==> config.mk <==
export PLATFORM = sky130hd
export DESIGN_NAME = gpio_sparse_bank
export DESIGN_NICKNAME = d
export VERILOG_FILES = /design/src/rtl/gpio_bank_pkg.sv /design/src/rtl/gpio_reg_decode.sv /design/src/rtl/gpio_in_sync.sv /design/src/rtl/gpio_pin_cell.sv /design/src/rtl/gpio_sparse_bank.sv
export SDC_FILE = /design/constraint.sdc
export NUM_CORES = 1
export LEC_CHECK = 0
export CORE_MARGIN = 2
export CORE_UTILIZATION = 25
export CTS_CLUSTER_SIZE = 20
export DETAILED_ROUTE_END_ITERATION = 6
export MAX_ROUTING_LAYER = met4
export PLACE_DENSITY_LB_ADDON = 0.08
export SLEW_MARGIN = 20
export SYNTH_ARGS = -nofsm -noshare
export SYNTH_HDL_FRONTEND = slang
export SYNTH_SLANG_ARGS = --single-unit
==> constraint.sdc <==
create_clock -name clk -period 1.59 [get_ports clk]
set_input_delay 0.2385 -clock clk [delete_from_list [all_inputs] [get_ports clk]]
set_output_delay 0.2385 -clock clk [all_outputs]
set_load 0.03 [all_outputs]
==> src/rtl/gpio_bank_pkg.sv <==
package gpio_bank_pkg;
  localparam int unsigned DATA_W = 32;
  localparam int unsigned ADDR_W = 8;

  localparam logic [DATA_W-1:0] IMPL_MASK = 32'h0003_00FF;
  localparam logic [DATA_W-1:0] RST_USE   = 32'h0000_0000;
  localparam logic [DATA_W-1:0] RST_DIR   = 32'h0000_00F0;
  localparam logic [DATA_W-1:0] RST_LVL   = 32'h0003_0003;

  localparam logic [ADDR_W-1:0] OFF_USE = 8'h30;
  localparam logic [ADDR_W-1:0] OFF_DIR = 8'h34;
  localparam logic [ADDR_W-1:0] OFF_LVL = 8'h38;

  typedef enum logic [1:0] {
    SEL_NONE = 2'd0,
    SEL_USE  = 2'd1,
    SEL_DIR  = 2'd2,
    SEL_LVL  = 2'd3
  } reg_sel_e;

  // A level write reaches a pin only when software owns it as an output.
  function automatic logic lvl_write_ok(input logic use_b, input logic dir_b);
    return use_b & ~dir_b;
  endfunction

  // Read-back of one level bit: native reads 0, input shows the synced pin.
  function automatic logic lvl_read_bit(input logic use_b, input logic dir_b,
                                        input logic lvl_b, input logic sin_b);
    if (!use_b) return 1'b0;
    return dir_b ? sin_b : lvl_b;
  endfunction
endpackage

==> src/rtl/gpio_reg_decode.sv <==
module gpio_reg_decode
  import gpio_bank_pkg::*;
#(
  parameter int unsigned AW = ADDR_W
) (
  input  logic          bus_wr,
  input  logic [AW-1:0] bus_addr,
  output reg_sel_e      sel,
  output logic          we_use,
  output logic          we_dir,
  output logic          we_lvl
);
  always_comb begin
    unique case (bus_addr)
      OFF_USE: sel = SEL_USE;
      OFF_DIR: sel = SEL_DIR;
      OFF_LVL: sel = SEL_LVL;
      default: sel = SEL_NONE;
    endcase
  end

  assign we_use = bus_wr && (sel == SEL_USE);
  assign we_dir = bus_wr && (sel == SEL_DIR);
  assign we_lvl = bus_wr && (sel == SEL_LVL);
endmodule

==> src/rtl/gpio_in_sync.sv <==
module gpio_in_sync (
  input  logic clk,
  input  logic rst_n,
  input  logic async_in,
  output logic sync_out
);
  logic meta_q;

  always_ff @(posedge clk or negedge rst_n) begin
    if (!rst_n) begin
      meta_q   <= 1'b0;
      sync_out <= 1'b0;
    end else begin
      meta_q   <= async_in;
      sync_out <= meta_q;
    end
  end
endmodule

==> src/rtl/gpio_pin_cell.sv <==
module gpio_pin_cell
  import gpio_bank_pkg::*;
#(
  parameter logic USE_INIT = 1'b0,
  parameter logic DIR_INIT = 1'b1,
  parameter logic LVL_INIT = 1'b0
) (
  input  logic clk,
  input  logic rst_n,
  input  logic we_use,
  input  logic we_dir,
  input  logic we_lvl,
  input  logic wbit,
  input  logic sync_in,
  output logic use_o,
  output logic dir_o,
  output logic lvl_o,
  output logic lvl_rd_o,
  output logic oe_o,
  output logic wr_ok_o
);
  logic use_q, dir_q, lvl_q;

  assign wr_ok_o = lvl_write_ok(use_q, dir_q);

  always_ff @(posedge clk or negedge rst_n) begin
    if (!rst_n) begin
      use_q <= USE_INIT;
      dir_q <= DIR_INIT;
      lvl_q <= LVL_INIT;
    end else begin
      if (we_use) use_q <= wbit;
      if (we_dir) dir_q <= wbit;
      if (we_lvl && wr_ok_o) lvl_q <= wbit;
    end
  end

  assign use_o    = use_q;
  assign dir_o    = dir_q;
  assign lvl_o    = lvl_q;
  assign oe_o     = use_q & ~dir_q;
  assign lvl_rd_o = lvl_read_bit(use_q, dir_q, lvl_q, sync_in);
endmodule

==> src/rtl/gpio_sparse_bank.sv <==
module gpio_sparse_bank
  import gpio_bank_pkg::*;
#(
  parameter int unsigned          DW   = DATA_W,
  parameter int unsigned          AW   = ADDR_W,
  parameter logic [DATA_W-1:0]    MASK = IMPL_MASK
) (
  input  logic          clk,
  input  logic          rst_n,
  input  logic          bus_wr,
  input  logic [AW-1:0] bus_addr,
  input  logic [DW-1:0] bus_wdata,
  output logic [DW-1:0] bus_rdata,
  input  logic [DW-1:0] pin_in,
  output logic [DW-1:0] pin_out,
  output logic [DW-1:0] pin_oe
);
  reg_sel_e      sel;
  logic          we_use, we_dir, we_lvl;

  // Named internal state, brought out for the checker.
  logic [DW-1:0] use_q, dir_q, lvl_q, lvl_rd, sync_in, wr_allow;

  gpio_reg_decode #(.AW(AW)) u_dec (
    .bus_wr  (bus_wr),
    .bus_addr(bus_addr),
    .sel     (sel),
    .we_use  (we_use),
    .we_dir  (we_dir),
    .we_lvl  (we_lvl)
  );

  for (genvar i = 0; i < DW; i++) begin : g_bit
    if (MASK[i]) begin : g_impl
      gpio_in_sync u_sync (
        .clk     (clk),
        .rst_n   (rst_n),
        .async_in(pin_in[i]),
        .sync_out(sync_in[i])
      );
      gpio_pin_cell #(
        .USE_INIT(RST_USE[i]),
        .DIR_INIT(RST_DIR[i]),
        .LVL_INIT(RST_LVL[i])
      ) u_cell (
        .clk     (clk),
        .rst_n   (rst_n),
        .we_use  (we_use),
        .we_dir  (we_dir),
        .we_lvl  (we_lvl),
        .wbit    (bus_wdata[i]),
        .sync_in (sync_in[i]),
        .use_o   (use_q[i]),
        .dir_o   (dir_q[i]),
        .lvl_o   (lvl_q[i]),
        .lvl_rd_o(lvl_rd[i]),
        .oe_o    (pin_oe[i]),
        .wr_ok_o (wr_allow[i])
      );
    end else begin : g_tied
      assign sync_in[i]  = 1'b0;
      assign use_q[i]    = 1'b0;
      assign dir_q[i]    = 1'b0;
      assign lvl_q[i]    = 1'b0;
      assign lvl_rd[i]   = 1'b0;
      assign pin_oe[i]   = 1'b0;
      assign wr_allow[i] = 1'b0;
    end
  end

  assign pin_out = lvl_q;

  always_comb begin
    unique case (sel)
      SEL_USE: bus_rdata = use_q;
      SEL_DIR: bus_rdata = dir_q;
      SEL_LVL: bus_rdata = lvl_rd;
      default: bus_rdata = '0;
    endcase
  end
endmodule

==> results.toml, run 1 <==
[run_status]
outcome = "finished clean"

[sta]
finalSetupViolCount = 0
hold_violations = 0
achievable-frequency_mhz = 629.6
final_min_period_over_clock_period = 0.9989
timing.final.crit_period_ns = 1.588
post-route-worst-setup-slack_ns = 0.001710
finalSetupTns_ns = 0
unrepaired_setup_endpoints_after_global_routing = "yes"
maxSlewViolCount = 0
fin_skew_ns = 0.004197

[clocking]
clock-sinks = 50
htree_num_levels = 2
tritoncts = "built"
clock_latency_ns = 0.28
clk_transition_reported_paths_ns = 0.06
cts_buffers = 5
max-clock-path-buffers = 2
cts.root.buffer_cell = "sky130_fd_sc_hd__clkbuf_16"

[pwr]
vdd_drop_max_uv = 408.5
pwr_density_cell_nw_per_um2 = 783.8
power_leakage_nw = 1.917
p_total_mw = 3.043

[detailed_routing]
dr.pass1.iters = 4
drc = 0
route.vias.total = 1920
drt_iter0_drc = 26
antenna_violating_nets_post_route = 0
wl_per_cell_microns = 13.65
finalWirelength_microns = 6621
detail_route.vias_per_cell = 3.959

[die]
die_area_sq_um = 12340
number_of_rows_created_at_floorplan = 39
die_width_microns = 111.1
ios = 171
initial_core_util = 0.2532
floorplan.core_area_sq_um = 11320
overall_die_height_microns = 111.1

[finish]
diodes_inserted = 0
multi_input_area_sq_um = 1328
area_growth_pct = 35.44
drive_gt1_frac = 0.3860
sequential_cell_area_sq_um = 1261
num-nets-final = 416
fillerInstances = 1161

[synthesis]
synth_cell_type_count = 21
synth.avg_cell_area_sq_um = 10.94
postSynthRegisterBits = 50
syn-cell-area_sq_um = 2866
synthDominantCellAreaShare = 0.3667
synthTopCellsByArea = "sky130_fd_sc_hd__dfrtp_1, sky130_fd_sc_hd__buf_4, sky130_fd_sc_hd__mux2_2"
synth_warnings = 0
synth_seq_area_share = 0.4400
post_synth_inst_count = 262
synth_top_cell_by_area = "sky130_fd_sc_hd__dfrtp_1"

[placed_design]
post-dp-hpwl_microns = 4948
place.port_buffers = 60
gpl.final_weighted_congestion = 0.6890
place_ws_ns = -0.3582

[global_route]
initial_antenna_violation_count = 0
globalRouteTotalUtil = 0.1109
grt_start_max_net_pins = 51
grt_pass1_vias = 1950
globalRoute.totalOverflow = 0
global_route_wire_length_before_repair_microns = 10470

[critical_path]
critical_path.cell_chain = "nor2b_4, o21ai_4, a21oi_4, buf_6"
critical_path.startpoint_type = "flip-flop"
crit_slowest_cell = "sky130_fd_sc_hd__dfstp_2"
critPathKind = "reg -> out"
worst_r2r_path_cells = 3
setup.worst_path.start = "g_bit[16].g_impl.u_cell.lvl_o"
cp_data_required_time_ns = 1.35
timing.critical_path.fanout_max = 3
cp-end-kind = "primary output"
r2r-start = "g_bit[7].g_impl.u_cell.dir_o"
cp_slowest_stage_delay_ns = 0.54
timing.critical_path.arrival_ns = 1.35

[hold_path]
min-delay-start = "g_bit[1].g_impl.u_sync.meta_q"
worstHoldPathType = "reg -> reg"
min_path_cells = 0

[flow_run]
max_cap_violations = 0
[what timing repair did]
action,CTS,global route
buffers inserted,2,2
pin swaps,6,10
setup endpoints to repair,45,27
resized for setup,87,32
hold endpoints to repair,42,0
hold buffers,1,0
[worst max-delay path: cells and delay by family (launching register included)]
kind                   cells  cell delay, ns
and+or+nand+nor            1            0.17
DFF                        1            0.54
buffers and inverters      1            0.15
AOI/OAI and AO/OA          2            0.21
[logic make-up (layout without fill, tap and decap cells)]
kind of cell           after synthesis  in the layout  synth area share
AO/OA/AOI/OAI                       30             30           0.05238
buffers and inverters               94            109            0.2409
flip-flops                          50             50            0.4400
multiplexers                        30             30            0.1179
other                                1             66          0.001308
AND/OR/NAND/NOR                     57             57            0.1475
[cells in the final DEF (no fill, tap or decap), drive strengths merged]
cell,n
nor4b,1
clkbuf,8
clkdlybuf4s15,9
nand3,1
nand2,1
inv,1
clkdlybuf4s50,20
and3b,10
mux2,30
buf,51
conb,66
and2b,10
nor2,1
o21ai,20
dlygate4sd3,1
dfstp,8
dfrtp,42
nor2b,21
and4bb,1
dlygate4sd2,16
dlymetal6s2s,3
a21oi,10
nand4,11
[registers in the layout, indices dropped and copies added (netlist names)]
signal	flops
g_bit.g_impl.u_sync.meta_q	10
g_bit.g_impl.u_cell.lvl_o	10
g_bit.g_impl.u_sync.sync_out	10
g_bit.g_impl.u_cell.use_o	10
g_bit.g_impl.u_cell.dir_o	10
[path summary, 6_finish.rpt]
path | endpoint | slack [ns]
setup / recovery | bus_rdata[16] | 0.002
hold / removal | g_bit[1].g_impl.u_sync.sync_out | 0.35
setup reg to reg | g_bit[7].g_impl.u_cell.lvl_o | 0.28
hold reg to reg | g_bit[1].g_impl.u_sync.sync_out | 0.35
max in group asynchronous | g_bit[5].g_impl.u_cell.dir_o | 0.82
min in group asynchronous | g_bit[1].g_impl.u_cell.use_o | 0.47
[cell usage after synthesis (all sizes together)]
cell and instances:
and3b 10, nor2b 21, nor4b 1, nand2 1
dfstp 8, nand3 1, nand4 11, o21ai 20
mux2 30, dfrtp 42, inv 1, nor2 1
and4bb 1, buf 89, a21oi 10, conb 1
clkbuf 4, and2b 10
[power by group]
part,internal [mW],leakage [nW],switching [mW]
Clock,0.713,0.0832,0.447
Combinational,0.168,1.21,0.365
Sequential,1.33,0.620,0.0235
Total,2.21,1.92,0.835
[through the flow]
stage	std cells	utilization	hold WS [ns]	area, sq um
after floorplan	327	-	-0.05709	3110
after global placement	472	0.3046	0.2605	3448
after detailed placement	472	0.3046	0.2555	3448
after CTS	483	0.3341	0.3497	3782
after global routing	485	0.3429	0.3555	3882
final	485	0.3429	0.3477	3882
[per-layer routing]
metal	global-route usage	vias to the layer above	share of wire
li1	-	892	-
met1	0.1527	935	0.48
met2	0.1706	89	0.46
met3	0.02132	4	0.049
met4	0.02469	0	0.0092
met5	-	-	0
[layout make-up]
cell class	instances	area share
Clock buffer	8	0.04286
Inverter	1	0.0009668
Sequential cell	50	0.3248
Tap cell	143	0.04608
Multi-Input combinational cell	183	0.3419
Timing Repair Buffer	100	0.2433
Note: power is estimated with default switching activity, not from simulation.
==> run 2, diff against run 1 <==
--- a/config.mk
+++ b/config.mk
@@ -6,7 +6,7 @@
 export NUM_CORES = 1
 export LEC_CHECK = 0
 export CORE_MARGIN = 2
-export CORE_UTILIZATION = 25
+export CORE_UTILIZATION = 31
 export CTS_CLUSTER_SIZE = 20
 export DETAILED_ROUTE_END_ITERATION = 6
 export MAX_ROUTING_LAYER = met4
==> results.toml, run 2 (synthesis gave the netlist of run 1 again) <==
[detailed_routing]
drt_iter0_drc = 45
dr.pass1.iters = 4
wl_per_cell_microns = 14.19
antenna_violating_nets_post_route = 0
detail_route.vias_per_cell = 4.147
drc = 0
finalWirelength_microns = 6371
route.vias.total = 1862

[die]
overall_die_height_microns = 100.2
initial_core_util = 0.3147
die_width_microns = 100.2
floorplan.core_area_sq_um = 9109
ios = 171
die_area_sq_um = 10030
number_of_rows_created_at_floorplan = 35

[global_route]
initial_antenna_violation_count = 0
grt_start_max_net_pins = 51
globalRouteTotalUtil = 0.1374
grt_pass1_vias = 1917
global_route_wire_length_before_repair_microns = 10070
globalRoute.totalOverflow = 0

[pwr]
power_leakage_nw = 1.854
vdd_drop_max_uv = 345.5
pwr_density_cell_nw_per_um2 = 702.5

[sta]
finalSetupViolCount = 2
post-route-worst-setup-slack_ns = -0.002198
achievable-frequency_mhz = 628.1
fin_skew_ns = 0.009704
maxSlewViolCount = 0
hold_violations = 0
final.hold.worst_slack_ns = 0.3530
finalSetupTns_ns = -0.003587
timing.final.crit_period_ns = 1.592
unrepaired_setup_endpoints_after_global_routing = "yes"
final_min_period_over_clock_period = 1.001

[placed_design]
post-dp-hpwl_microns = 4651
dp.cells = 439
gpl.final_weighted_congestion = 0.7646
dpl_cell_area_sq_um = 3426
place.port_buffers = 60
place_ws_ns = -0.3392

[finish]
final_cell_mix = "sky130_fd_sc_hd__conb_1, sky130_fd_sc_hd__dfrtp_1, sky130_fd_sc_hd__mux2_2"
diodes_inserted = 0
layout.cells.non_filler = 449
drive_gt1_frac = 0.3698
fillerInstances = 883
num-nets-final = 412
post-route-cell-area_sq_um = 3699
most_common_cell_after_layout_fill_and_taps_aside = "sky130_fd_sc_hd__conb_1"
area_growth_pct = 29.03

[critical_path]
register_to_register_setup_slack_ns = 0.18
cp-end-kind = "primary output"
critical_path.startpoint_type = "flip-flop"
timing.critical_path.fanout_max = 3
critPathKind = "reg -> out"
cp_data_required_time_ns = 1.35
timing.critical_path.arrival_ns = 1.35

[clocking]
clk_transition_reported_paths_ns = 0.09
cts.root.buffer_cell = "sky130_fd_sc_hd__clkbuf_8"
cts_buffers = 5
clock_latency_ns = 0.30
max-clock-path-buffers = 2
tritoncts = "built"
htree_num_levels = 2
clock-sinks = 50

[hold_path]
worstHoldPathType = "reg -> reg"

[run_status]
outcome = "finished with violations"
violated_checks = "setup timing"

[flow_run]
max_cap_violations = 0
run 2: cell count changes in the layout (fill, tap and decap cells not counted), moves of 2 or more:
cell / change
sky130_fd_sc_hd__clkbuf_8: +2
sky130_fd_sc_hd__buf_2: +4
sky130_fd_sc_hd__dlygate4sd2_1: -2
sky130_fd_sc_hd__nor2b_4: -2
sky130_fd_sc_hd__clkdlybuf4s15_2: -5
sky130_fd_sc_hd__clkbuf_1: +2
sky130_fd_sc_hd__buf_4: -8
sky130_fd_sc_hd__buf_12: +2
sky130_fd_sc_hd__clkbuf_2: +4
sky130_fd_sc_hd__nor2b_1: +2
sky130_fd_sc_hd__o21ai_0: +2
sky130_fd_sc_hd__clkbuf_16: -5
run 2: critical path: stages, from the launching register on:
cell and delay (ns):
sky130_fd_sc_hd__dfstp_2 0.54, sky130_fd_sc_hd__nor2b_1 0.13, sky130_fd_sc_hd__o21ai_1 0.08, sky130_fd_sc_hd__a21oi_2 0.16
sky130_fd_sc_hd__buf_6 0.15
run 2: layer usage:
metal | part of all wire | vias up | GRT usage
met3 | 0.062 | 5 | 0.03203
met4 | 0.0093 | 0 | 0.03793
met5 | 0 | - | -
li1 | - | 878 | -
met2 | 0.47 | 91 | 0.2153
met1 | 0.45 | 888 | 0.1791
run 2: metrics by stage:
stage          utilization  power (mW)
2_1_floorplan            -       1.818
3_3_place_gp        0.3761       1.892
3_5_place_dp        0.3761       1.891
4_1_cts             0.4041       2.654
5_1_grt             0.4060       2.752
6_report            0.4060       2.598
run 2: worst paths after layout:
kind / from / end / depth (start not counted)
min in group asynchronous: rst_n / g_bit[1].g_impl.u_sync.meta_q / 3
min: g_bit[6].g_impl.u_sync.meta_q / g_bit[6].g_impl.u_sync.sync_out / 0
max in group asynchronous: rst_n / g_bit[17].g_impl.u_cell.lvl_o / 3
max: g_bit[0].g_impl.u_cell.lvl_o / bus_rdata[0] / 4
min reg2reg: g_bit[6].g_impl.u_sync.meta_q / g_bit[6].g_impl.u_sync.sync_out / 0
max reg2reg: g_bit[7].g_impl.u_cell.dir_o / g_bit[7].g_impl.u_cell.lvl_o / 4
run 2: final cells by class:
cell class	instances	area, sq um	share of cell area
Clock inverter	1	7.507	0.002030
Sequential cell	50	1261	0.3410
Inverter	1	3.754	0.001015
Tap cell	111	138.9	0.03755
Timing Repair Buffer	96	899.6	0.2432
Multi-Input combinational cell	183	1311	0.3545
Clock buffer	7	76.32	0.02064
run 2: power by group:
| part | internal (mW) | switching, mW | total, mW |
|---|---|---|---|
| clock network | 0.312 | 0.412 | 0.725 |
| logic | 0.164 | 0.361 | 0.525 |
| registers | 1.33 | 0.0232 | 1.35 |
run 2: what timing repair did:
action	CTS	global route
hold buffers	1	0
buffers inserted	2	0
endpoints found under the hold margin	42	0
pin swaps	5	8
gates resized for setup	93	35
endpoints found under the setup margin	29	22
==> run 3, diff against run 2 <==
--- a/config.mk
+++ b/config.mk
@@ -11,7 +11,6 @@
 export DETAILED_ROUTE_END_ITERATION = 6
 export MAX_ROUTING_LAYER = met4
 export PLACE_DENSITY_LB_ADDON = 0.08
-export SLEW_MARGIN = 20
 export SYNTH_ARGS = -nofsm -noshare
 export SYNTH_HDL_FRONTEND = slang
 export SYNTH_SLANG_ARGS = --single-unit
==> results of run 3 <==
No change in the layout: final DEF, timing and power equal those of run 2.
